### config.mk
export PLATFORM = sky130hd
export DESIGN_NAME = synth_cfg_port
export DESIGN_NICKNAME = d
export VERILOG_FILES = /design/src/rtl/synth_cfg_pkg.sv /design/src/rtl/cfg_sync.sv /design/src/rtl/cfg_edge.sv /design/src/rtl/cfg_shift.sv /design/src/rtl/synth_cfg_port.sv
export SDC_FILE = /design/constraint.sdc
export NUM_CORES = 1
export LEC_CHECK = 0
export BUFFER_PORTS_ARGS = -buffer_cell sky130_fd_sc_hd__buf_4
export CORE_UTILIZATION = 30
export CTS_CLUSTER_SIZE = 28
export DETAILED_ROUTE_END_ITERATION = 8
export PLACE_DENSITY = 0.47
export SLEW_MARGIN = 25
export SYNTH_ARGS = -nofsm -noshare
export SYNTH_HDL_FRONTEND = slang
export SYNTH_SLANG_ARGS = --single-unit
### constraint.sdc
create_clock -name clk -period 3.9 [get_ports clk]
set_clock_uncertainty 0.2 [all_clocks]
set_input_delay 0.195 -clock clk [delete_from_list [all_inputs] [get_ports clk]]
set_output_delay 0.195 -clock clk [all_outputs]
set_load 0.02 [all_outputs]
### src/rtl/synth_cfg_pkg.sv
package synth_cfg_pkg;
    localparam int M_W    = 9;
    localparam int N_W    = 2;
    localparam int T_W    = 3;
    localparam int WORD_W = M_W + N_W + T_W;
    localparam int SEL_W  = 1 << N_W;

    typedef struct packed {
        logic [T_W-1:0] t;
        logic [N_W-1:0] n;
        logic [M_W-1:0] m;
    } cfg_word_t;

    typedef enum logic {
        ST_IDLE       = 1'b0,
        ST_PAR_FOLLOW = 1'b1
    } ld_state_e;
endpackage

### src/rtl/cfg_sync.sv
module cfg_sync #(
    parameter int W      = 1,
    parameter int STAGES = 2
) (
    input  logic         clk,
    input  logic         rst_n,
    input  logic [W-1:0] d,
    output logic [W-1:0] q
);
    logic [W-1:0] pipe [STAGES];

    always_ff @(posedge clk) begin
        if (!rst_n) begin
            for (int i = 0; i < STAGES; i++) pipe[i] <= '0;
        end else begin
            pipe[0] <= d;
            for (int i = 1; i < STAGES; i++) pipe[i] <= pipe[i-1];
        end
    end

    assign q = pipe[STAGES-1];
endmodule

### src/rtl/cfg_edge.sv
module cfg_edge #(
    parameter int W = 1
) (
    input  logic         clk,
    input  logic         rst_n,
    input  logic [W-1:0] lvl,
    output logic [W-1:0] rise,
    output logic [W-1:0] fall
);
    logic [W-1:0] prev_q;

    always_ff @(posedge clk) begin
        if (!rst_n) prev_q <= '0;
        else        prev_q <= lvl;
    end

    for (genvar g = 0; g < W; g++) begin : g_edge
        assign rise[g] =  lvl[g] & ~prev_q[g];
        assign fall[g] = ~lvl[g] &  prev_q[g];
    end
endmodule

### src/rtl/cfg_shift.sv
module cfg_shift #(
    parameter int W = 14
) (
    input  logic         clk,
    input  logic         rst_n,
    input  logic         shift_en,
    input  logic         din,
    output logic [W-1:0] q
);
    always_ff @(posedge clk) begin
        if (!rst_n)        q <= '0;
        else if (shift_en) q <= {q[W-2:0], din};
    end

    AST_SHIFT_HOLD: assert property (@(posedge clk) disable iff (!rst_n)
        !shift_en |=> $stable(q));
    AST_SHIFT_MOVE: assert property (@(posedge clk) disable iff (!rst_n)
        shift_en |=> q[W-1:1] == $past(q[W-2:0]));
endmodule

### src/rtl/synth_cfg_port.sv
module synth_cfg_port
    import synth_cfg_pkg::*;
#(
    parameter int SYNC_STAGES = 2
) (
    input  logic             clk,
    input  logic             rst_n,
    input  logic             ser_clk,
    input  logic             ser_dat,
    input  logic             ser_ld,
    input  logic             par_ld,
    input  logic [M_W-1:0]   par_m,
    input  logic [N_W-1:0]   par_n,
    output logic [M_W-1:0]   cfg_m,
    output logic [N_W-1:0]   cfg_n,
    output logic [T_W-1:0]   cfg_t,
    output logic [SEL_W-1:0] div_sel
);
    localparam int CTL_W = 4;
    localparam int PIN_W = M_W + N_W;

    logic [CTL_W-1:0] ctl_s;
    logic [PIN_W-1:0] pin_s;
    logic [M_W-1:0]   pin_m_s;
    logic [N_W-1:0]   pin_n_s;
    logic [2:0]       stb_rise, stb_fall;
    logic             sclk_rise, sld_fall, pld_rise, pld_lvl;
    logic [WORD_W-1:0] sreg;
    cfg_word_t        cfg_q;
    ld_state_e        state_q, state_d;

    cfg_sync #(.W(CTL_W), .STAGES(SYNC_STAGES)) u_ctl_sync (
        .clk(clk), .rst_n(rst_n),
        .d({par_ld, ser_ld, ser_dat, ser_clk}), .q(ctl_s));

    cfg_sync #(.W(PIN_W), .STAGES(SYNC_STAGES)) u_pin_sync (
        .clk(clk), .rst_n(rst_n), .d({par_m, par_n}), .q(pin_s));

    assign pin_m_s = pin_s[PIN_W-1:N_W];
    assign pin_n_s = pin_s[N_W-1:0];

    cfg_edge #(.W(3)) u_edge (
        .clk(clk), .rst_n(rst_n),
        .lvl({ctl_s[3], ctl_s[2], ctl_s[0]}),
        .rise(stb_rise), .fall(stb_fall));

    assign sclk_rise = stb_rise[0];
    assign sld_fall  = stb_fall[1];
    assign pld_rise  = stb_rise[2];
    assign pld_lvl   = ctl_s[3];

    cfg_shift #(.W(WORD_W)) u_shift (
        .clk(clk), .rst_n(rst_n), .shift_en(sclk_rise),
        .din(ctl_s[1]), .q(sreg));

    // state register
    always_ff @(posedge clk) begin
        if (!rst_n) state_q <= ST_IDLE;
        else        state_q <= state_d;
    end

    always_comb begin
        state_d = state_q;
        unique case (state_q)
            ST_IDLE:       if (pld_rise) state_d = ST_PAR_FOLLOW;
            ST_PAR_FOLLOW: if (!pld_lvl) state_d = ST_IDLE;
            default:       state_d = ST_IDLE;
        endcase
    end

    // configuration latches: parallel checked first, so it wins
    always_ff @(posedge clk) begin
        if (!rst_n) begin
            cfg_q <= '0;
        end else begin
            unique case (state_q)
                ST_IDLE: begin
                    if (pld_rise) begin
                        cfg_q.m <= pin_m_s;
                        cfg_q.n <= pin_n_s;
                    end else if (sld_fall) begin
                        cfg_q <= cfg_word_t'(sreg);
                    end
                end
                ST_PAR_FOLLOW: begin
                    cfg_q.m <= pin_m_s;
                    cfg_q.n <= pin_n_s;
                end
                default: cfg_q <= cfg_q;
            endcase
        end
    end

    assign cfg_m = cfg_q.m;
    assign cfg_n = cfg_q.n;
    assign cfg_t = cfg_q.t;

    for (genvar k = 0; k < SEL_W; k++) begin : g_sel
        assign div_sel[k] = (cfg_q.n == N_W'(k));
    end

    AST_QUIET_HOLD: assert property (@(posedge clk) disable iff (!rst_n)
        (state_q == ST_IDLE && !pld_rise && !sld_fall) |=> $stable(cfg_q));
    AST_PAR_WINS: assert property (@(posedge clk) disable iff (!rst_n)
        (state_q == ST_IDLE && pld_rise) |=>
            (cfg_q.m == $past(pin_m_s) && cfg_q.n == $past(pin_n_s) && $stable(cfg_q.t)));
    AST_FOLLOW_PINS: assert property (@(posedge clk) disable iff (!rst_n)
        (state_q == ST_PAR_FOLLOW) |=> (cfg_q.m == $past(pin_m_s) && $stable(cfg_q.t)));
    AST_SEL_ONEHOT: assert property (@(posedge clk) disable iff (!rst_n)
        $onehot(div_sel));
endmodule

# ---- After elaboration in Yosys (flattened, before gate mapping)
# Memories as Yosys holds them, arrays and structs flattened.
# Index checks and enable logic that the tools add are counted.
dict set report word_totals {
  out_inout_bits 18
  inputBits 17
  word_cells 38
  ram_bits 30
  ff_bits 32
  n_memories 2
}
# memory words width rd rd_ports_with_merged_regs write_ports line_no
set memory_table {}
lappend memory_table {u_pin_sync.pipe 2 11 2 0 2 cfg_sync.sv:10} ;# logic [W-1:0] pipe [STAGES];
lappend memory_table {u_ctl_sync.pipe 2 4 2 0 2 cfg_sync.sv:10}
dict set report op_classes {
  n_reduce_logical 2
  mux 12
  eq_ne 4
  bitwise 12
}
# cell n
set op_table {}
lappend op_table {{$mux W11} 4}
lappend op_table {{$pmux W11 S2} 1}
lappend op_table {{$mux W4} 2}
lappend op_table {{$not A1 Y1} 5}
lappend op_table {{$eq A2 B2 Y1 const B} 2}
lappend op_table {{$mux W1} 4}
lappend op_table {{$or A1 B1 Y1} 4}
lappend op_table {{$and A1 B1 Y1} 3}
lappend op_table {{$ne A3 B3 Y1 const B} 1}
lappend op_table {{$reduce_and A3 Y1} 1}
lappend op_table {{$eq A2 B1 Y1 const B} 1}
lappend op_table {{$logic_not A2 Y1} 1}
lappend op_table {{$pmux W1 S2} 1}

# ---- Logic depth before layout (Yosys ltp)
# Gate-level depths: netlist of run 1.
# An unclocked memory read counts as a cell.
dict set report logic_depth {
  word_depth 6
  mapped_depth 4
  ltp_nobuf 3
}

# ---- By module
# Synthesis of run 1 repeated with hierarchy kept, for this count alone.
dict set report hier_totals {
  cells_unflattened 206
  area_unflattened_um2 2403.6
}
# mod seq_area_each_um2 instances area_each_um2 cells_each
set modules_own_cells {}
lappend modules_own_cells {synth_cfg_port 300.3 1 800.8 72}
lappend modules_own_cells {{cfg_sync (u_pin_sync)} 440.4 1 703.2 57}
lappend modules_own_cells {cfg_shift 280.3 1 543.0 45}
lappend modules_own_cells {{cfg_sync (u_ctl_sync)} 160.2 1 240.2 20}
lappend modules_own_cells {cfg_edge 60.1 1 116.4 12}

# ---- Worst setup path before layout of run 1
# Ideal clock, no wire load.
dict set report synth_path {
  kind {register -> register}
  start {register u_edge.prev_q[1]}
  end {register cfg_q (netlist bit cfg_m[0])}
  t_required_ns 3.585
  setup_time_ns 0.115
  slack_ns 2.546
  period_less_slack_ns 1.354
  t_arrival_ns 1.038
  path_buffers 1
  stages_incl_launch_ff 5
  cell_sequence {dfxtp_1 nor2b_1 buf_2 mux2i_1 o2bb2ai_2}
}
dict set report synth_via {
  elab_chain_len 2
}
# element line_no
set synth_rtl {}
lappend synth_rtl {{from (decl)} cfg_edge.sv:10} ;# logic [W-1:0] prev_q;
lappend synth_rtl {{from (signal assigned)} cfg_edge.sv:14} ;# else prev_q <= lvl;
lappend synth_rtl {{$and A1 B1 Y1} cfg_edge.sv:19} ;# assign fall[g] = ~lvl[g] & prev_q[g];
lappend synth_rtl {{$ne A3 B3 Y1 (no source line)} --}
lappend synth_rtl {{to (signal assigned)} synth_cfg_port.sv:82} ;# cfg_q <= cfg_word_t'(sreg);
lappend synth_rtl {{to (signal assigned)} synth_cfg_port.sv:89} ;# default: cfg_q <= cfg_q;
lappend synth_rtl {{to (decl)} synth_cfg_port.sv:29} ;# cfg_word_t cfg_q;
# No other way between the ends.
# A chain may end at the register's enable or synchronous reset.

# ---- Worst setup path in the final report of run 1
dict set report layout_path {
  start {register u_edge.prev_q[1]}
  end {register cfg_q (netlist bit cfg_t[2])}
}
dict set report layout_via {
  elab_chain_len 2
}
# element line_no
set layout_rtl {}
lappend layout_rtl {{$and A1 B1 Y1} cfg_edge.sv:19}
lappend layout_rtl {{$reduce_and A3 Y1 (no source line)} --}
# No other way between the ends.

==> metrics, run 1 <==
core area=0.006832 mm²; GRT Resource Usage Total=11.35%; flop2flop setup slack=2370 ps; Max VDD drop=0.2238 mV; area grow syn2layout=31.42%; clock sinks=62; mux cell area share after synthesis=6.554%; WS Path Type=reg -> reg; PwrDens=454.3 mW/mm²; CP Cell Sequence=nor2b_1 -> buf_4 -> nor3b_2 -> mux2i_1; RSZ-0062 raised after global routing=false; layout net count=259; XOR/XNOR Fraction of Synth Area=0%; router iterations before antenna repair=4; Filler cells=709; final hold vios=0; syn_nets=209; hold path depth=3; RePlAce Congestion=0.6659; Slew Viols, Final=0; initial drt markers=48; Die Width=86.43 µm; leak pwr=1.074 nW; Starting Density=31.30%; final WL=3786 µm; Wirelength per Cell=11.04 µm; DR vias=1370; FMAX=654.8 MHz; mean area per synthesized cell=11.14 µm²; Crit path largest cell delay=390 ps; number of synthesis warnings=0; RR Startpoint=u_edge.prev_q[1]; FF-to-FF path depth=4; Yosys reg bits=62; Synth Area in Compound Gates=13.05%; post-CTS sizing=0; HP Class=in -> reg; sequential share of the synthesized area=58.05%; Max Cap Viol=0; adder-cell area share of the yosys netlist=0%; min-delay src=rst_n; headroom to the max-slew limit=60.94%; post-DP HPWL=2411 µm; Clock Latency Late Sink=330 ps; status=finished, final reports clean; worst r2r dst=cfg_t[2]; Reg power frac=51.4%; # IOs=35; first-pass GRT wire length=6182 µm; CTS buffer count=9; ratio of cells with drive above 1 in the final layout=25.91%; footprint of the multi-input gates=833.3 µm²; commonest non-fill, non-tap cell in the layout=dfxtp_1; setup TNS=0 ps; IO buf count=34; Finish-stage setup viols=0; vias per inst=3.994; Final Cycle Share=39.16%; min setup slack post-route=2373 ps; CTS tree=yes; Cell Area, Synth=0.002138 mm²; critical path's slowest cell=nor3b_2; total grt overflow=0; Tmin final=1527 ps; die footprint=0.007469 mm²; post-route ant nets=0; total power=1.277 mW; Remaining DRCs=0; Internal Pwr Total=0.9845 mW; H-tree levels=3; Endpoint, Worst Hold=cfg_t[0]; Crit path max-delay family=simple AND/OR/NAND/NOR gates; largest net degree at the start of global routing=56; Post-Synth Simple-Gate Area=19.37%; clk slew on worst S/H paths=70 ps; Setup Slack @ Placement=2284 ps; register area=0.001241 mm²; Die Ht=86.43 µm; Worst Tran Pin Value=585.9 ps; critical path peak fanout=12; initial antenna violation count=0; CP Buf/Inv Count=1; synth unique cells=20; critical path endpoint category=register; row count=30; sw frac=22.89%; combinational share of power=5.3%; Critical Path RT=3970 ps; ANT cells=0; largest family of logic cells by synthesized area=simple AND/OR/NAND/NOR gates; most frequent cells in the layout=dfxtp_1, buf_4, and2_1, nand2_1, dlygate4sd3_1; cells after synthesis=192; CTS root buffer=clkbuf_8; Psw=0.2923 mW; vias in the first global route=1288; CTS Buffer Depth=2; clock power share=43.2%; critical path arrival=1590 ps; startpoint types=register
## worst reg2reg max path, stage by stage, from the launching register on
cell     delay [ps]
dfxtp_1         310
nor2b_1         120
buf_4           230
nor3b_2         390
mux2i_1         220
## layout make-up
cell class / instances / share of cell area (%)
multi-input combinational: 118 / 29.65
clock inverter: 7 / 2.671
inverter: 1 / 0.1336
sequential: 62 / 44.17
clock buffer: 9 / 4.408
timing repair buffer: 50 / 14.69
tap: 96 / 4.274
## worst max-delay path by stage
stage | endpoint | start | cells after the start | slack, ps
final | cfg_t[2] | u_edge.prev_q[1] | 4 | 2370
after global routing | cfg_t[1] | u_edge.prev_q[1] | 4 | 2270
after CTS | cfg_t[2] | u_edge.prev_q[1] | 4 | 2330
after detailed placement | cfg_m[8] | rst_n | 3 | 2280
after global placement | cfg_m[8] | rst_n | 3 | 2310
after floorplan | cfg_m[0] | u_edge.prev_q[1] | 4 | 2550
## stage by stage
step | util [%] | instances | area, µm² | hold WS (ps)
after floorplan | - | 192 | 2138 | 122.3
after global placement | 36.03 | 312 | 2461 | 202.9
after detailed placement | 36.03 | 312 | 2461 | 205.3
after CTS | 41.14 | 343 | 2810 | 125.3
after global routing | 41.14 | 343 | 2810 | 153.7
final | 41.14 | 343 | 2810 | 129.0
## cells by family after synthesis
logic type             count (synthesis)
buffers and inverters                 12
flip-flops                            62
multiplexers                          14
AO/OA/AOI/OAI                         27
AND/OR/NAND/NOR                       77
## metal layers
layer | up-vias | routed length, µm | GRT usage [%]
met3 | 9 | 158 | 3.429
met4 | 0 | 101 | 8.182
met2 | 30 | 1674 | 16.88
met5 | - | 0 | 0
met1 | 605 | 1850 | 13.95
li1 | 726 | - | -
## cell usage after synthesis (all sizes together)
library cell / count / area [µm²]
buf: 5 / 37.53
nor2b: 4 / 32.53
nor2: 1 / 3.750
and2b: 1 / 7.510
nand2b: 1 / 6.260
o21a: 1 / 7.510
clkbuf: 6 / 22.52
nand2: 34 / 127.6
inv: 1 / 3.750
nor3b: 1 / 12.51
mux2i: 14 / 140.1
a21boi: 15 / 112.6
or3b: 1 / 11.26
dfxtp: 62 / 1241
o2bb2ai: 11 / 158.9
and2: 34 / 212.7
## state kept, by name (all words and copies together), names as in the netlist
register,flops
cfg_m,9
cfg_n,2
cfg_t,3
state_q,1
u_ctl_sync.pipe,8
u_edge.prev_q,3
u_pin_sync.pipe,22
u_shift.q,14
## power groups by stage
| stage | Clock [mW] | Sequential [mW] | Combinational, mW |
|---|---|---|---|
| after floorplan | 0 | 0.672 | 0.0371 |
| after global placement | 0 | 0.672 | 0.0571 |
| after detailed placement | 0 | 0.672 | 0.0579 |
| after CTS | 0.572 | 0.657 | 0.0695 |
| after global routing | 0.606 | 0.658 | 0.0750 |
| final | 0.552 | 0.657 | 0.0682 |
## what timing repair did
action,CTS,global route
hold buffers,15,0
setup buffers,0,0
endpoints found under the hold margin,15,0
(Power assumes the default switching activity.)
==> run 2: changes to the inputs <==
ABC_AREA = 1   (was not set)
PLACE_DENSITY = 0.48   (was 0.47)
clock period = 1.38 ns   (was 3.9 ns; I/O delays follow)
==> metrics, run 2 <==
WHS=-14.86 ps (-143.8 ps); GRT Max-Usage Layer=met2; Slew Viols, Final=0 (unchanged); Internal Pwr Total=3.251 mW (+230%); Synth Flop Type=dfxtp_1; Yosys reg bits=62 (unchanged); Clock Latency Late Sink=330 ps (about the same); HP Class=in -> reg; cell taking the most area after synthesis=dfxtp_1; PwrDens=1215 mW/mm² (+170%); clock sinks=62 (unchanged); area grow syn2layout=47.91%; Psw=0.8848 mW (+200%); headroom to the max-slew limit=67.40% (+6.5 points); RR Startpoint=u_ctl_sync.pipe[0][6]; number of synthesis warnings=0 (unchanged); Die Ht=89.58 µm (+3.6%); vias per inst=3.992 (about the same); first-pass GRT wire length=7645 µm (+24%); sw frac=21.39% (-1.5 points); largest net degree at the start of global routing=53 (-5.4%); H-tree levels=3 (unchanged); failing checks=negative hold slack; GRT Resource Usage Total=13.09% (+1.7 points); asr flop ratio synth=0% (unchanged); synth cell count leaders=dfxtp_1, nand2_1, inv_1; row count=31 (+3.3%); total grt overflow=0 (unchanged); CTS tree=yes; Finish-stage setup viols=0 (unchanged); die footprint=0.008024 mm² (+7.4%); post-DP HPWL=2528 µm (+4.9%); DR vias=1888 (+38%); initial drt markers=83 (+73%); router iterations before antenna repair=4 (unchanged); Critical Path RT=1420 ps (-2550 ps); IO buf count=34 (unchanged); total power=4.136 mW (+220%); Final Cycle Share=96.30%; area share of the largest cell type after synthesis=53.94% (-4.1 points); Top reg by flops=u_pin_sync.pipe; commonest non-fill, non-tap cell in the layout=dfxtp_1; status=finished, violations left; Cell Area, Synth=0.002301 mm² (+7.6%); ratio of cells with drive above 1 in the final layout=24.33% (-1.6 points); Tmin final=1329 ps; CTS Buffer Depth=2 (unchanged); largest cells by area after synthesis=dfxtp_1, nand2_1, inv_1, nand3_2, nor2_1; Max VDD drop=0.5608 mV (+150%); Worst Tran Pin Value=489.0 ps (-96.94 ps); Remaining DRCs=0 (unchanged); final WL=4481 µm (+18%); # IOs=35 (unchanged); CTS root buffer=clkbuf_8; mean area per synthesized cell=8.188 µm² (-26%); met2 GRT Util=20.39% (+3.5 points); GR met1 Demand/Resource=15.61% (+1.7 points); synth unique cells=20 (unchanged); critical path endpoint category=register; number of synthesized flops with an enable pin=0 (unchanged); Die Width=89.58 µm (+3.6%); Max Cap Viol=0 (unchanged); initial antenna violation count=0 (unchanged); min-delay src=rst_n; layout net count=386 (+49%); Wirelength per Cell=9.474 µm (-14%); vias in the first global route=1749 (+36%); startpoint types=primary input; cells after synthesis=281 (+46%); core area=0.007331 mm² (+7.3%); ANT cells=0 (unchanged); sequential share of the synthesized area=53.94% (-4.1 points); combinational share of power=8.5% (+3.2 points); Filler cells=742 (+4.7%); Largest register FFs=22 (unchanged); leak pwr=1.787 nW (+66%); RSZ-0062 raised after global routing=false; CTS buffer count=9 (unchanged); most instantiated library cell after synthesis=dfxtp_1; clk slew on worst S/H paths=70 ps (about the same); critical path arrival=1370 ps (-220 ps); Reg power frac=45.9% (-5.5 points); worst setup path startpoint=ser_dat; syn_nets=298 (+43%); FMAX=752.5 MHz; post-route ant nets=0 (unchanged); WS Path Type=in -> reg; RePlAce Congestion=0.7240 (+8.7%); Starting Density=31.39% (+0.087 points); clock power share=45.6% (+2.4 points); final hold vios=1 (+1); setup TNS=0 ps (unchanged); met3 Track Usage GR=5.393% (+2.0 points); most frequent cells in the layout=dfxtp_1, nand2_1, inv_1; critical path peak fanout=1 (-11)
==> run 2: changes by cell type in the layout (fill, tap and decap cells not counted), moves of 17 or more <==
cell | previous run | this run
inv_1 | 1 | 51
nor2_1 | 1 | 37
and2_1 | 34 | 0
dlygate4sd3_1 | 15 | 44
nand2_1 | 34 | 57
nand3_2 | 0 | 17
==> run 2: cell families (layout without fill, tap and decap cells) <==
| kind of cell | count (synthesis) | in the layout | synth area share (%) |
|---|---|---|---|
| buffers and inverters | 68 | 161 | 13.97 |
| flip-flops | 62 | 62 | 53.94 |
| AO/OA/AOI/OAI | 19 | 19 | 4.296 |
| AND/OR/NAND/NOR | 132 | 132 | 27.79 |
==> run 2: path summary, 6_finish.rpt <==
check,cells past startpoint,end,slack [ps]
setup / recovery,5,u_ctl_sync.pipe[0][1],50
hold / removal,4,cfg_m[8],-10
hold reg to reg,2,u_pin_sync.pipe[0][19],210
setup reg to reg,8,cfg_m[0],110
==> run 2: critical path, cell delays in order <==
cell and delay [ps]:
dlygate4sd3_1 540, buf_4 130, nand2_1 50, dlygate4sd3_1 540
inv_1 40
==> run 2: what timing repair did <==
action / CTS / global route
hold buffers: 44 / 1
pin swaps: 0 / 1
cloned: 0 / 0
endpoints found under the setup margin: 3 / 21
gates resized for setup: 1 / 6
hold endpoints to repair: 37 / 1
setup buffers: 2 / 3
==> run 2: through the flow <==
stage / utilization (%) / cell area (µm²) / instances / hold WS, ps / setup WS, ps
global route: 46.42 / 3403 / 473 / 1.941 / 1.521
CTS: 45.83 / 3359 / 469 / -19.18 / 17.24
global placement: 36.17 / 2651 / 407 / 48.79 / -64.93
detailed placement: 36.17 / 2651 / 407 / 54.45 / -113.1
finish: 46.42 / 3403 / 473 / -14.86 / 51.08
floorplan: - / 2301 / 281 / -33.37 / 211.1
==> run 2: area by class of cell <==
class	instances	area [µm²]	share of cell area, %
repair buffers	91	848.3	24.93
flip-flops and latches	62	1245	36.58
clock buffers	9	123.9	3.640
multi-input cells	151	743.2	21.84
well taps	99	123.9	3.640
inverters	54	206.4	6.066
clock inverters	7	112.6	3.309
==> run 2: power groups by stage <==
stage	sequential [mW]	combinational, mW	clock [mW]
2_1_floorplan	1.94	0.158	0
4_1_cts	1.90	0.346	1.94
6_report	1.90	0.354	1.88
3_5_place_dp	1.94	0.251	0
5_1_grt	1.91	0.395	2.03
3_3_place_gp	1.94	0.250	0
==> run 2: metal layers <==
| metal | up-vias | part of all wire, % |
|---|---|---|
| met5 | - | 0 |
| met4 | 0 | 2.0 |
| met3 | 10 | 3.7 |
| met2 | 29 | 46 |
| met1 | 835 | 49 |
| li1 | 1014 | - |
==> run 3: changes to the inputs <==
CAP_MARGIN = 30   (was not set)
SYNTH_HIERARCHICAL = 1   (was not set)
==> metrics, run 3 <==
RePlAce Congestion=0.7161 (-1.1%); Starting Density=31.57% (+0.18 points); Slew Viols, Final=0 (unchanged); post-DP HPWL=2691 µm (+6.4%); Reg power frac=47.1% (+1.2 points); RR Startpoint=u_ctl_sync/pipe[0][6]; final hold vios=21 (+20); total grt overflow=0 (unchanged); Clock Latency Late Sink=340 ps (about the same); flop2flop setup slack=80 ps (-30 ps); Die Width=92.88 µm (+3.7%); clk slew on worst S/H paths=70 ps (about the same); cells after synthesis=323 (+15%); ANT cells=0 (unchanged); RSZ-0062 raised after global routing=true; Wirelength per Cell=9.211 µm (-2.8%); number of synthesis warnings=6 (+6); IO buf count=34 (unchanged); Critical Path RT=1420 ps (about the same); clock power share=43.5% (-2.1 points); H-tree levels=3 (unchanged); ratio of cells with drive above 1 in the final layout=26.18% (+1.8 points); CTS Buffer Depth=2 (unchanged); sw frac=23.78% (+2.4 points); leak pwr=1.713 nW (-4.1%); Layout Cells excl Fill=484 (+2.3%); GRT Resource Usage Total=11.86% (-1.2 points); FMAX=749.5 MHz (-0.39%); Max VDD drop=0.4912 mV (-12%); fin util=42.33% (-4.1 points); Internal Pwr Total=3.078 mW (-5.3%); Die Ht=92.88 µm (+3.7%); status=finished, violations left; dpl cells=439 (+7.9%); die footprint=0.008626 mm² (+7.5%); Final Cycle Share=96.68% (+0.38 points); Finish-stage setup viols=0 (unchanged); largest net degree at the start of global routing=35 (-34%); initial drt markers=82 (-1.2%); hold buffers post-CTS=26 (-41%); min-delay src=rst_n; most frequent cells in the layout=nand2_1, inv_1, dfxtp_1; critical path endpoint category=register; WHS=-62.21 ps (-47.35 ps); DR vias=1852 (-1.9%); router iterations before antenna repair=4 (unchanged); vias in the first global route=1856 (+6.1%); critical path arrival=1380 ps (about the same); initial antenna violation count=0 (unchanged); first-pass GRT wire length=7872 µm (+3.0%); Max Cap Viol=0 (unchanged); area grow syn2layout=34.09%; Worst Tran Pin Value=388.3 ps (-100.7 ps); WS Path Type=in -> reg; HP Class=in -> reg; worst setup path startpoint=ser_clk; layout net count=394 (+2.1%); post-route ant nets=0 (unchanged); final WL=4458 µm (-0.51%); commonest non-fill, non-tap cell in the layout=nand2_1; headroom to the max-slew limit=74.11% (+6.7 points); core area=0.007848 mm² (+7.0%); startpoint types=primary input; PwrDens=1216 mW/mm² (about the same); clock sinks=62 (unchanged); CTS tree=yes; # IOs=35 (unchanged); mean area per synthesized cell=7.670 µm² (-6.3%); row count=32 (+3.2%); Remaining DRCs=0 (unchanged); combinational share of power=9.4% (+0.9 points); Largest register FFs=22 (unchanged); vias per inst=3.826 (-4.1%); Psw=0.9606 mW (+8.6%); Tmin final=1334 ps (+5.225 ps); CTS buffer count=9 (unchanged); Cell Area, Synth=0.002477 mm² (+7.7%); CTS root buffer=clkbuf_8; critical path peak fanout=1 (unchanged); syn_nets=340 (+14%); Top reg by flops=u_pin_sync/pipe; failing checks=negative hold slack
run 3: worst paths after layout:
check / endpoint / cells after the start
worst max-delay path: u_ctl_sync/pipe[0][0] / 5
worst max register to register: u_edge/prev_q[1] / 3
worst min register to register: u_pin_sync/pipe[0][13] / 2
worst min-delay path: cfg_n[1] / 3
run 3: power groups by stage:
stage / Clock (mW) / Sequential, mW / Combinational (mW)
2_1_floorplan: 0 / 1.94 / 0.224
6_report: 1.76 / 1.90 / 0.380
5_1_grt: 1.89 / 1.91 / 0.430
3_3_place_gp: 0 / 1.94 / 0.304
4_1_cts: 1.81 / 1.90 / 0.361
3_5_place_dp: 0 / 1.94 / 0.306
run 3: per-stage QoR:
step	TNS (ps)	total power, mW	worst slack, ps	cell area, µm²
after floorplan	0	2.168	37.51	2477
after global placement	0	2.244	5.295	2723
after detailed placement	-88.05	2.249	-54.49	2723
after CTS	0	4.075	9.441	3209
after global routing	-94.02	4.233	-24.70	3322
final	0	4.039	45.86	3322
run 3: what timing repair did:
action,CTS,global route
endpoints found under the hold margin,43,15
endpoints found under the setup margin,7,17
gates resized for setup,2,25
pin swaps,0,10
setup buffers,0,2
gates cloned,0,1
run 3: cell type report:
class,count,area (µm²)
clock buffers,9,123.9
clock inverters,7,97.59
fillers,826,4526
inverters,68,257.7
multi-input cells,166,809.5
flip-flops and latches,62,1247
well taps,102,127.6
repair buffers,70,658.1
run 3: worst max-delay path, cell delays in order:
cell and delay (ps):
dlygate4sd3_1 550, buf_4 140, nand2_1 50, dlygate4sd3_1 540
inv_1 40
run 3: metal layers:
layer  track usage, %  wire (µm)  up-vias
met1            13.52       2117      785
li1                 -          -     1029
met5                0          0        -
met3            4.598        197        9
met2            19.30       2041       29
met4            5.769        102        0
